### config.mk
export PLATFORM = sky130hd
export DESIGN_NAME = dpot_spi_decoder
export DESIGN_NICKNAME = d
export VERILOG_FILES = /design/src/rtl/dpot_cmd_pkg.sv /design/src/rtl/dpot_pin_sync.sv /design/src/rtl/dpot_bit_shift.sv /design/src/rtl/dpot_cmd_ctrl.sv /design/src/rtl/dpot_spi_decoder.sv
export SDC_FILE = /design/constraint.sdc
export NUM_CORES = 1
export LEC_CHECK = 0
export BUFFER_PORTS_ARGS = -buffer_cell sky130_fd_sc_hd__buf_2
export CAP_MARGIN = 5
export CORE_UTILIZATION = 40
export CTS_CLUSTER_DIAMETER = 80
export DETAILED_ROUTE_END_ITERATION = 10
export GPL_TIMING_DRIVEN = 0
export SYNTH_ARGS = -nofsm -noshare
export SYNTH_HDL_FRONTEND = slang
export SYNTH_SLANG_ARGS = --single-unit
export TNS_END_PERCENT = 50
### constraint.sdc
create_clock -name clk -period 2 [get_ports clk]
set_clock_uncertainty 0.15 [all_clocks]
set_input_delay 0.1 -clock clk [delete_from_list [all_inputs] [get_ports clk]]
set_output_delay 0.1 -clock clk [all_outputs]
set_load 0.03 [all_outputs]
### src/rtl/dpot_cmd_pkg.sv
package dpot_cmd_pkg;

  localparam int BYTE_W = 8;
  localparam logic [3:0] DEV_TYPE = 4'b0101;

  typedef enum logic [2:0] {
    OP_NONE        = 3'b000,
    OP_RD_DR       = 3'b001,
    OP_WR_DR       = 3'b010,
    OP_RD_ST       = 3'b011,
    OP_RD_WIPER    = 3'b100,
    OP_WR_WIPER    = 3'b101,
    OP_DR_TO_WIPER = 3'b110,
    OP_WIPER_TO_DR = 3'b111
  } op_e;

  typedef enum logic [2:0] {
    ST_IDLE,
    ST_ID,
    ST_INSTR,
    ST_DHI,
    ST_DLO,
    ST_DONE
  } state_e;

  function automatic logic op_is_read(op_e op);
    return (op == OP_RD_WIPER) || (op == OP_RD_DR) || (op == OP_RD_ST);
  endfunction

endpackage

### src/rtl/dpot_pin_sync.sv
module dpot_pin_sync #(
  parameter int               WIDTH   = 4,
  parameter int               STAGES  = 2,
  parameter logic [WIDTH-1:0] RST_VAL = '0
) (
  input  logic             clk,
  input  logic             rst_n,
  input  logic [WIDTH-1:0] d,
  output logic [WIDTH-1:0] q
);

  for (genvar s = 0; s < STAGES; s++) begin : g_stage
    logic [WIDTH-1:0] stg_d;
    logic [WIDTH-1:0] stg_r;
    if (s == 0) begin : g_in
      assign stg_d = d;
    end else begin : g_chain
      assign stg_d = g_stage[s-1].stg_r;
    end
    always_ff @(posedge clk or negedge rst_n) begin
      if (!rst_n) stg_r <= RST_VAL;
      else        stg_r <= stg_d;
    end
  end

  assign q = g_stage[STAGES-1].stg_r;

endmodule

### src/rtl/dpot_bit_shift.sv
module dpot_bit_shift
  import dpot_cmd_pkg::*;
#(
  parameter int TX_W = 2 * BYTE_W
) (
  input  logic              clk,
  input  logic              rst_n,
  input  logic              clr,
  input  logic              rx_en,
  input  logic              si,
  input  logic              tx_load,
  input  logic [TX_W-1:0]   tx_word,
  input  logic              tx_en,
  output logic [BYTE_W-1:0] rx_byte,
  output logic              byte_done,
  output logic              sdo
);

  localparam int CNT_W = $clog2(BYTE_W);
  localparam logic [CNT_W-1:0] CNT_LAST = CNT_W'(BYTE_W - 1);

  logic [BYTE_W-1:0] rx_q, rx_d;
  logic [CNT_W-1:0]  cnt_q, cnt_d;
  logic              done_q, done_d;
  logic [TX_W-1:0]   tx_q, tx_d;
  logic              sdo_q, sdo_d;

  always_comb begin
    rx_d   = rx_q;
    cnt_d  = cnt_q;
    done_d = 1'b0;
    tx_d   = tx_q;
    sdo_d  = sdo_q;
    if (clr) begin
      cnt_d = '0;
    end else if (rx_en) begin
      rx_d   = {rx_q[BYTE_W-2:0], si};
      cnt_d  = cnt_q + CNT_W'(1);
      done_d = (cnt_q == CNT_LAST);
    end
    if (tx_load) begin
      tx_d = tx_word;
    end else if (tx_en) begin
      sdo_d = tx_q[TX_W-1];
      tx_d  = {tx_q[TX_W-2:0], 1'b0};
    end
  end

  always_ff @(posedge clk or negedge rst_n) begin
    if (!rst_n) begin
      rx_q   <= '0;
      cnt_q  <= '0;
      done_q <= 1'b0;
      tx_q   <= '0;
      sdo_q  <= 1'b0;
    end else begin
      rx_q   <= rx_d;
      cnt_q  <= cnt_d;
      done_q <= done_d;
      tx_q   <= tx_d;
      sdo_q  <= sdo_d;
    end
  end

  assign rx_byte   = rx_q;
  assign byte_done = done_q;
  assign sdo       = sdo_q;

endmodule

### src/rtl/dpot_cmd_ctrl.sv
module dpot_cmd_ctrl
  import dpot_cmd_pkg::*;
#(
  parameter int VAL_W = 10
) (
  input  logic              clk,
  input  logic              rst_n,
  input  logic              frame_start,
  input  logic              frame_end,
  input  logic              byte_done,
  input  logic [BYTE_W-1:0] rx_byte,
  input  logic              dev_addr,
  output logic              in_frame,
  output logic              rd_phase,
  output logic              tx_load,
  output logic              cmd_valid,
  output logic [2:0]        cmd_op,
  output logic [1:0]        cmd_reg,
  output logic [VAL_W-1:0]  cmd_data
);

  localparam int HI_W = VAL_W - BYTE_W;

  state_e           state_q, state_d;
  op_e              op_q, op_d;
  logic [1:0]       reg_q, reg_d;
  logic [HI_W-1:0]  hi_q, hi_d;
  logic [VAL_W-1:0] data_q, data_d;
  logic             valid_q, valid_d;
  logic             load_q, load_d;
  op_e              rx_op;

  assign rx_op = op_e'(rx_byte[7:5]);

  always_comb begin
    state_d = state_q;
    op_d    = op_q;
    reg_d   = reg_q;
    hi_d    = hi_q;
    data_d  = data_q;
    valid_d = 1'b0;
    load_d  = 1'b0;
    if (frame_end) begin
      state_d = ST_IDLE;
    end else if (frame_start) begin
      state_d = ST_ID;
    end else if (byte_done) begin
      case (state_q)
        ST_ID: begin
          if ((rx_byte[7:4] == DEV_TYPE) && (rx_byte[1] == dev_addr)) state_d = ST_INSTR;
          else                                                         state_d = ST_DONE;
        end
        ST_INSTR: begin
          op_d  = rx_op;
          reg_d = rx_byte[3:2];
          case (rx_op)
            OP_DR_TO_WIPER, OP_WIPER_TO_DR: begin
              valid_d = 1'b1;
              state_d = ST_DONE;
            end
            OP_RD_WIPER, OP_RD_DR, OP_RD_ST: begin
              load_d  = 1'b1;
              state_d = ST_DHI;
            end
            OP_WR_WIPER, OP_WR_DR: state_d = ST_DHI;
            default:               state_d = ST_DONE;
          endcase
        end
        ST_DHI: begin
          hi_d    = rx_byte[HI_W-1:0];
          state_d = ST_DLO;
        end
        ST_DLO: begin
          if (!op_is_read(op_q)) begin
            valid_d = 1'b1;
            data_d  = {hi_q, rx_byte};
          end
          state_d = ST_DONE;
        end
        default: state_d = state_q;
      endcase
    end
  end

  always_ff @(posedge clk or negedge rst_n) begin
    if (!rst_n) begin
      state_q <= ST_IDLE;
      op_q    <= OP_NONE;
      reg_q   <= '0;
      hi_q    <= '0;
      data_q  <= '0;
      valid_q <= 1'b0;
      load_q  <= 1'b0;
    end else begin
      state_q <= state_d;
      op_q    <= op_d;
      reg_q   <= reg_d;
      hi_q    <= hi_d;
      data_q  <= data_d;
      valid_q <= valid_d;
      load_q  <= load_d;
    end
  end

  assign in_frame  = (state_q != ST_IDLE);
  assign rd_phase  = ((state_q == ST_DHI) || (state_q == ST_DLO)) && op_is_read(op_q);
  assign tx_load   = load_q;
  assign cmd_valid = valid_q;
  assign cmd_op    = op_q;
  assign cmd_reg   = reg_q;
  assign cmd_data  = data_q;

  AST_STROBE_IN_FRAME: assert property (@(posedge clk) disable iff (!rst_n)
    valid_q |-> ($past(state_q) != ST_IDLE));
  AST_STROBE_KIND: assert property (@(posedge clk) disable iff (!rst_n)
    valid_q |-> (op_q == OP_WR_WIPER || op_q == OP_WR_DR ||
                 op_q == OP_DR_TO_WIPER || op_q == OP_WIPER_TO_DR));
  AST_SINGLE_STROBE: assert property (@(posedge clk) disable iff (!rst_n)
    valid_q |=> !valid_q);
  AST_ABORT_SILENT: assert property (@(posedge clk) disable iff (!rst_n)
    frame_end |=> !valid_q);

endmodule

### src/rtl/dpot_spi_decoder.sv
module dpot_spi_decoder
  import dpot_cmd_pkg::*;
#(
  parameter int VAL_W       = 10,
  parameter int SYNC_STAGES = 2
) (
  input  logic             clk,
  input  logic             rst_n,
  input  logic             spi_cs_n,
  input  logic             spi_sck,
  input  logic             spi_sdi,
  input  logic             spi_pause_n,
  input  logic             dev_addr,
  input  logic [VAL_W-1:0] rd_value,
  output logic             spi_sdo,
  output logic             spi_sdo_oe,
  output logic             cmd_valid,
  output logic [2:0]       cmd_op,
  output logic [1:0]       cmd_reg,
  output logic [VAL_W-1:0] cmd_data
);

  localparam int TX_W  = 2 * BYTE_W;
  localparam int PAD_W = TX_W - VAL_W;
  localparam int PIN_W = 4;

  logic [PIN_W-1:0] pins_s;
  logic cs_s, sck_s, sdi_s, hold_s;
  logic cs_d_q, sck_d_q, oe_q, oe_d;
  logic sck_rise, sck_fall, cs_fall, cs_rise;
  logic rx_en, tx_en;
  logic in_frame, rd_phase, tx_load, byte_done, sdo_bit;
  logic [BYTE_W-1:0] rx_byte;

  // pause resets to "not paused"; select resets low so a held-low select never arms
  dpot_pin_sync #(.WIDTH(PIN_W), .STAGES(SYNC_STAGES), .RST_VAL(4'b1000)) u_sync (
    .clk   (clk),
    .rst_n (rst_n),
    .d     ({spi_pause_n, spi_sdi, spi_sck, spi_cs_n}),
    .q     (pins_s)
  );
  assign {hold_s, sdi_s, sck_s, cs_s} = pins_s;

  always_ff @(posedge clk or negedge rst_n) begin
    if (!rst_n) begin
      cs_d_q  <= 1'b0;
      sck_d_q <= 1'b0;
      oe_q    <= 1'b0;
    end else begin
      cs_d_q  <= cs_s;
      sck_d_q <= sck_s;
      oe_q    <= oe_d;
    end
  end

  assign sck_rise = sck_s & ~sck_d_q;
  assign sck_fall = ~sck_s & sck_d_q;
  assign cs_fall  = ~cs_s & cs_d_q;
  assign cs_rise  = cs_s & ~cs_d_q;
  assign rx_en    = sck_rise & hold_s & in_frame & ~cs_s;
  assign tx_en    = sck_fall & hold_s & rd_phase & ~cs_s;
  assign oe_d     = rd_phase & hold_s & ~cs_s;

  dpot_bit_shift #(.TX_W(TX_W)) u_shift (
    .clk       (clk),
    .rst_n     (rst_n),
    .clr       (cs_fall),
    .rx_en     (rx_en),
    .si        (sdi_s),
    .tx_load   (tx_load),
    .tx_word   ({{PAD_W{1'b0}}, rd_value}),
    .tx_en     (tx_en),
    .rx_byte   (rx_byte),
    .byte_done (byte_done),
    .sdo       (sdo_bit)
  );

  dpot_cmd_ctrl #(.VAL_W(VAL_W)) u_ctrl (
    .clk         (clk),
    .rst_n       (rst_n),
    .frame_start (cs_fall),
    .frame_end   (cs_rise),
    .byte_done   (byte_done),
    .rx_byte     (rx_byte),
    .dev_addr    (dev_addr),
    .in_frame    (in_frame),
    .rd_phase    (rd_phase),
    .tx_load     (tx_load),
    .cmd_valid   (cmd_valid),
    .cmd_op      (cmd_op),
    .cmd_reg     (cmd_reg),
    .cmd_data    (cmd_data)
  );

  assign spi_sdo    = sdo_bit;
  assign spi_sdo_oe = oe_q;

  AST_SDO_NEEDS_FRAME: assert property (@(posedge clk) disable iff (!rst_n)
    spi_sdo_oe |-> in_frame);
  AST_HOLD_NO_BYTE: assert property (@(posedge clk) disable iff (!rst_n)
    !hold_s |=> !byte_done);

endmodule

==> results.cfg <==
[status]
status = finished, violations left
violations = DRC

[power]
power_density_nw_per_um2 = 788.8
vdd_drop_max_uv = 430.6
p_sw_uw = 705.3
swShare = 0.2595
power_frac_seq = 0.499
p_int_mw = 2.013
comb_power_share = 0.085
clkPwrFrac = 0.416
p_leak_nw = 1.706

[yosys]
netlist_instances = 197
ys_seq_area_frac = 0.5710
synth_flop_cell = dfrtp_1
post_synth_num_cell_types = 44
yosys_warnings = 0
async_flop_share = 1.000
synthesis.nets = 218
postSynthAreaPerCell_um2 = 13.81
synth-edff-count = 0
synthesis.area_um2 = 2721
ys_ff_latch = 62

[min_path]
worstHoldPathCells = 4
min_path_type = in2reg
whs_endpoint = u_ctrl.state_q[0]
hold_path_startpoint = dev_addr

[detailed_routing]
wl_met1_um = 2370
drc_errors = 2
top_layer = met4
first_iter_violations = 83
routed_wl_um = 5010
via_per_inst = 4.880
wl_per_cell_um = 14.65
antenna_left = 0
vias = 1669
wl_met3_um = 181
drtPass1Iterations = 7
wl_met2_um = 2367

[finish]
top_register = u_shift.tx_q
layout_commonest_cell = dfrtp_1
multi_input_area_um2 = 1155
largest_register_ffs = 16
drive_gt1_frac = 0.4415
fill_cells = 566
final_cell_mix = dfrtp_1, buf_2, mux2_2
regArea_um2 = 1555
nNetsFinal = 281
syn_to_final_growth_pct = 26.62
layoutNonFillerInstCount = 342
antenna_cells = 0
final_area_um2 = 3446

[cts]
clk_path_buf_depth = 2
clock-root-buffer = clkbuf_8
cts_buffers = 9
cts-htree-levels = 3
clkLatencyLatePin_ns = 0.35
cts.sink_count = 62
cts_tree = done
clk_pin_slew_worst_paths_ns = 0.07

[sta]
relSlewSlack = 0.4941
setup_ws_ns = 0.02238
rsz0062_at_grt = yes
fin_crit_ns = 1.978
drv_slew = 0
hold_violations = 0
worstMarginPinSlew_ns = 0.7589
finalCritPeriodShare = 0.9888
max_freq_ghz = 0.5057
setup_viol = 0

[setup_path]
r2r_cells = 5
slowest_delay_ns = 0.39
r2r_start = u_ctrl.state_q[1]
crit_chain = buf_6 -> or3b_4 -> a22oi_4 -> nand3_4 -> mux2_4
slowest_stage = or3b_4
r2r-end = u_shift.tx_q[7]
crit_family = simple AND/OR/NAND/NOR gates
critical_path.max_fanout = 10
crit_path_end_kind = register
required_ns = 2.08
crit_type = reg2reg
worst-path-buf-inv = 1
worstPathArrival_ns = 2.06
r2r_setup_slack_ns = 0.02
cp-start-kind = register

[grt]
grt_pass1_vias = 1739
antenna_found_initial = 0
grt_first_pass_wirelength_um = 8480
grt_max_degree = 34
grt.overflow.total = 0
grt_usage = 0.1582

[placed_design]
portBuffers = 34
dp_hpwl_um = 3229
placed_cell_area_um2 = 3008
place.gp.congestion = 0.7440
post-place-cells = 309
pre_cts_slack_ns = -0.2459

[floorplanning]
die-area_um2 = 7137
die_w_um = 84.48
ioPinCount = 35
initial_core_util = 0.4213
die_y_um = 84.48
row_count = 29
core-area_um2 = 6459

[flow_run]
cap_violations = 0
power by group through the flow:
stage               Clock (mW)  Sequential (mW)  Combinational, mW
detailed placement           0             1.38              0.199
finish                    1.13             1.36              0.232
global route              1.22             1.36              0.259
CTS                       1.17             1.35              0.226
global placement             0             1.38              0.192
floorplan                    0             1.36              0.130
cell usage after synthesis, types with 2 or more instances:
cell      instances  area [um2]
nor2_1            8       30.03
dfstp_2           2       52.55
nor3_1            5       25.02
mux2i_1           9       90.09
mux2_4           10       150.1
clkbuf_1          2       7.510
a31oi_1           2       12.51
mux2_2           33       371.6
ha_1              4       50.05
dfrtp_1          60        1501
nand2_1           9       33.78
xor2_1            2       17.52
and2_1            2       12.51
nand2b_1         10       62.56
inv_1             4       15.01
buf_2             4       20.02
o41ai_1           2       17.52
o21ai_0           2       10.01
nand3_1           2       10.01
worst max-delay path by stage:
stage,from,endpoint,slack [ns],cells past startpoint
after floorplan,u_ctrl.cmd_op[0],u_shift.sdo,0.01,4
after global placement,u_sync.q[0],u_ctrl.cmd_data[8],-0.25,8
after detailed placement,u_sync.q[0],u_ctrl.cmd_data[6],-0.25,8
after CTS,u_ctrl.state_q[1],u_shift.tx_q[7],0.004,5
after global routing,u_ctrl.state_q[1],u_shift.sdo,-0.06,5
final,u_ctrl.state_q[1],u_shift.tx_q[7],0.02,5
layout make-up:
cell class                      instances  share of cell area
Buffer                                  7             0.01489
Clock buffer                            9             0.03595
Clock inverter                          7             0.02397
Inverter                                4            0.004357
Multi-Input combinational cell        123              0.3352
Sequential cell                        62              0.4513
Tap cell                               77             0.02796
Timing Repair Buffer                   53              0.1064
routing by layer:
layer | track usage | vias up
li1 | - | 829
met1 | 0.1946 | 808
met2 | 0.2469 | 23
met3 | 0.05605 | 9
met4 | 0.08012 | 0
met5 | 0 | -
logic make-up after synthesis:
kind of cell | synth area share
compound gates | 0.04644
xor+xnor | 0.006438
fa+ha+maj | 0.01839
buf+inv | 0.02253
flops | 0.5710
mux | 0.2248
simple gates | 0.1104
per-stage QoR:
step | hold slack, ns | setup TNS [ns] | total power [mW] | utilization
after global placement | 0.06004 | -2.435 | 1.567 | 0.4626
after CTS | 0.1302 | 0 | 2.754 | 0.5271
after global routing | 0.1658 | -0.4555 | 2.842 | 0.5335
final | 0.1531 | 0 | 2.718 | 0.5335
after floorplan | -0.3456 | 0 | 1.489 | -
after detailed placement | 0.05830 | -2.250 | 1.575 | 0.4657
worst min-delay path: stages:
cell     delay, ns
buf_2         0.09
xor2_1        0.07
o41ai_1       0.29
a21oi_1       0.06
timing repair:
action,in CTS,in global routing
setup endpoints to repair,26,28
cloned,1,0
endpoints found under the hold margin,44,0
gates resized for setup,11,5
pin swaps,0,2
hold buffers,15,0
buffers inserted,0,2
(Power assumes the default switching activity.)
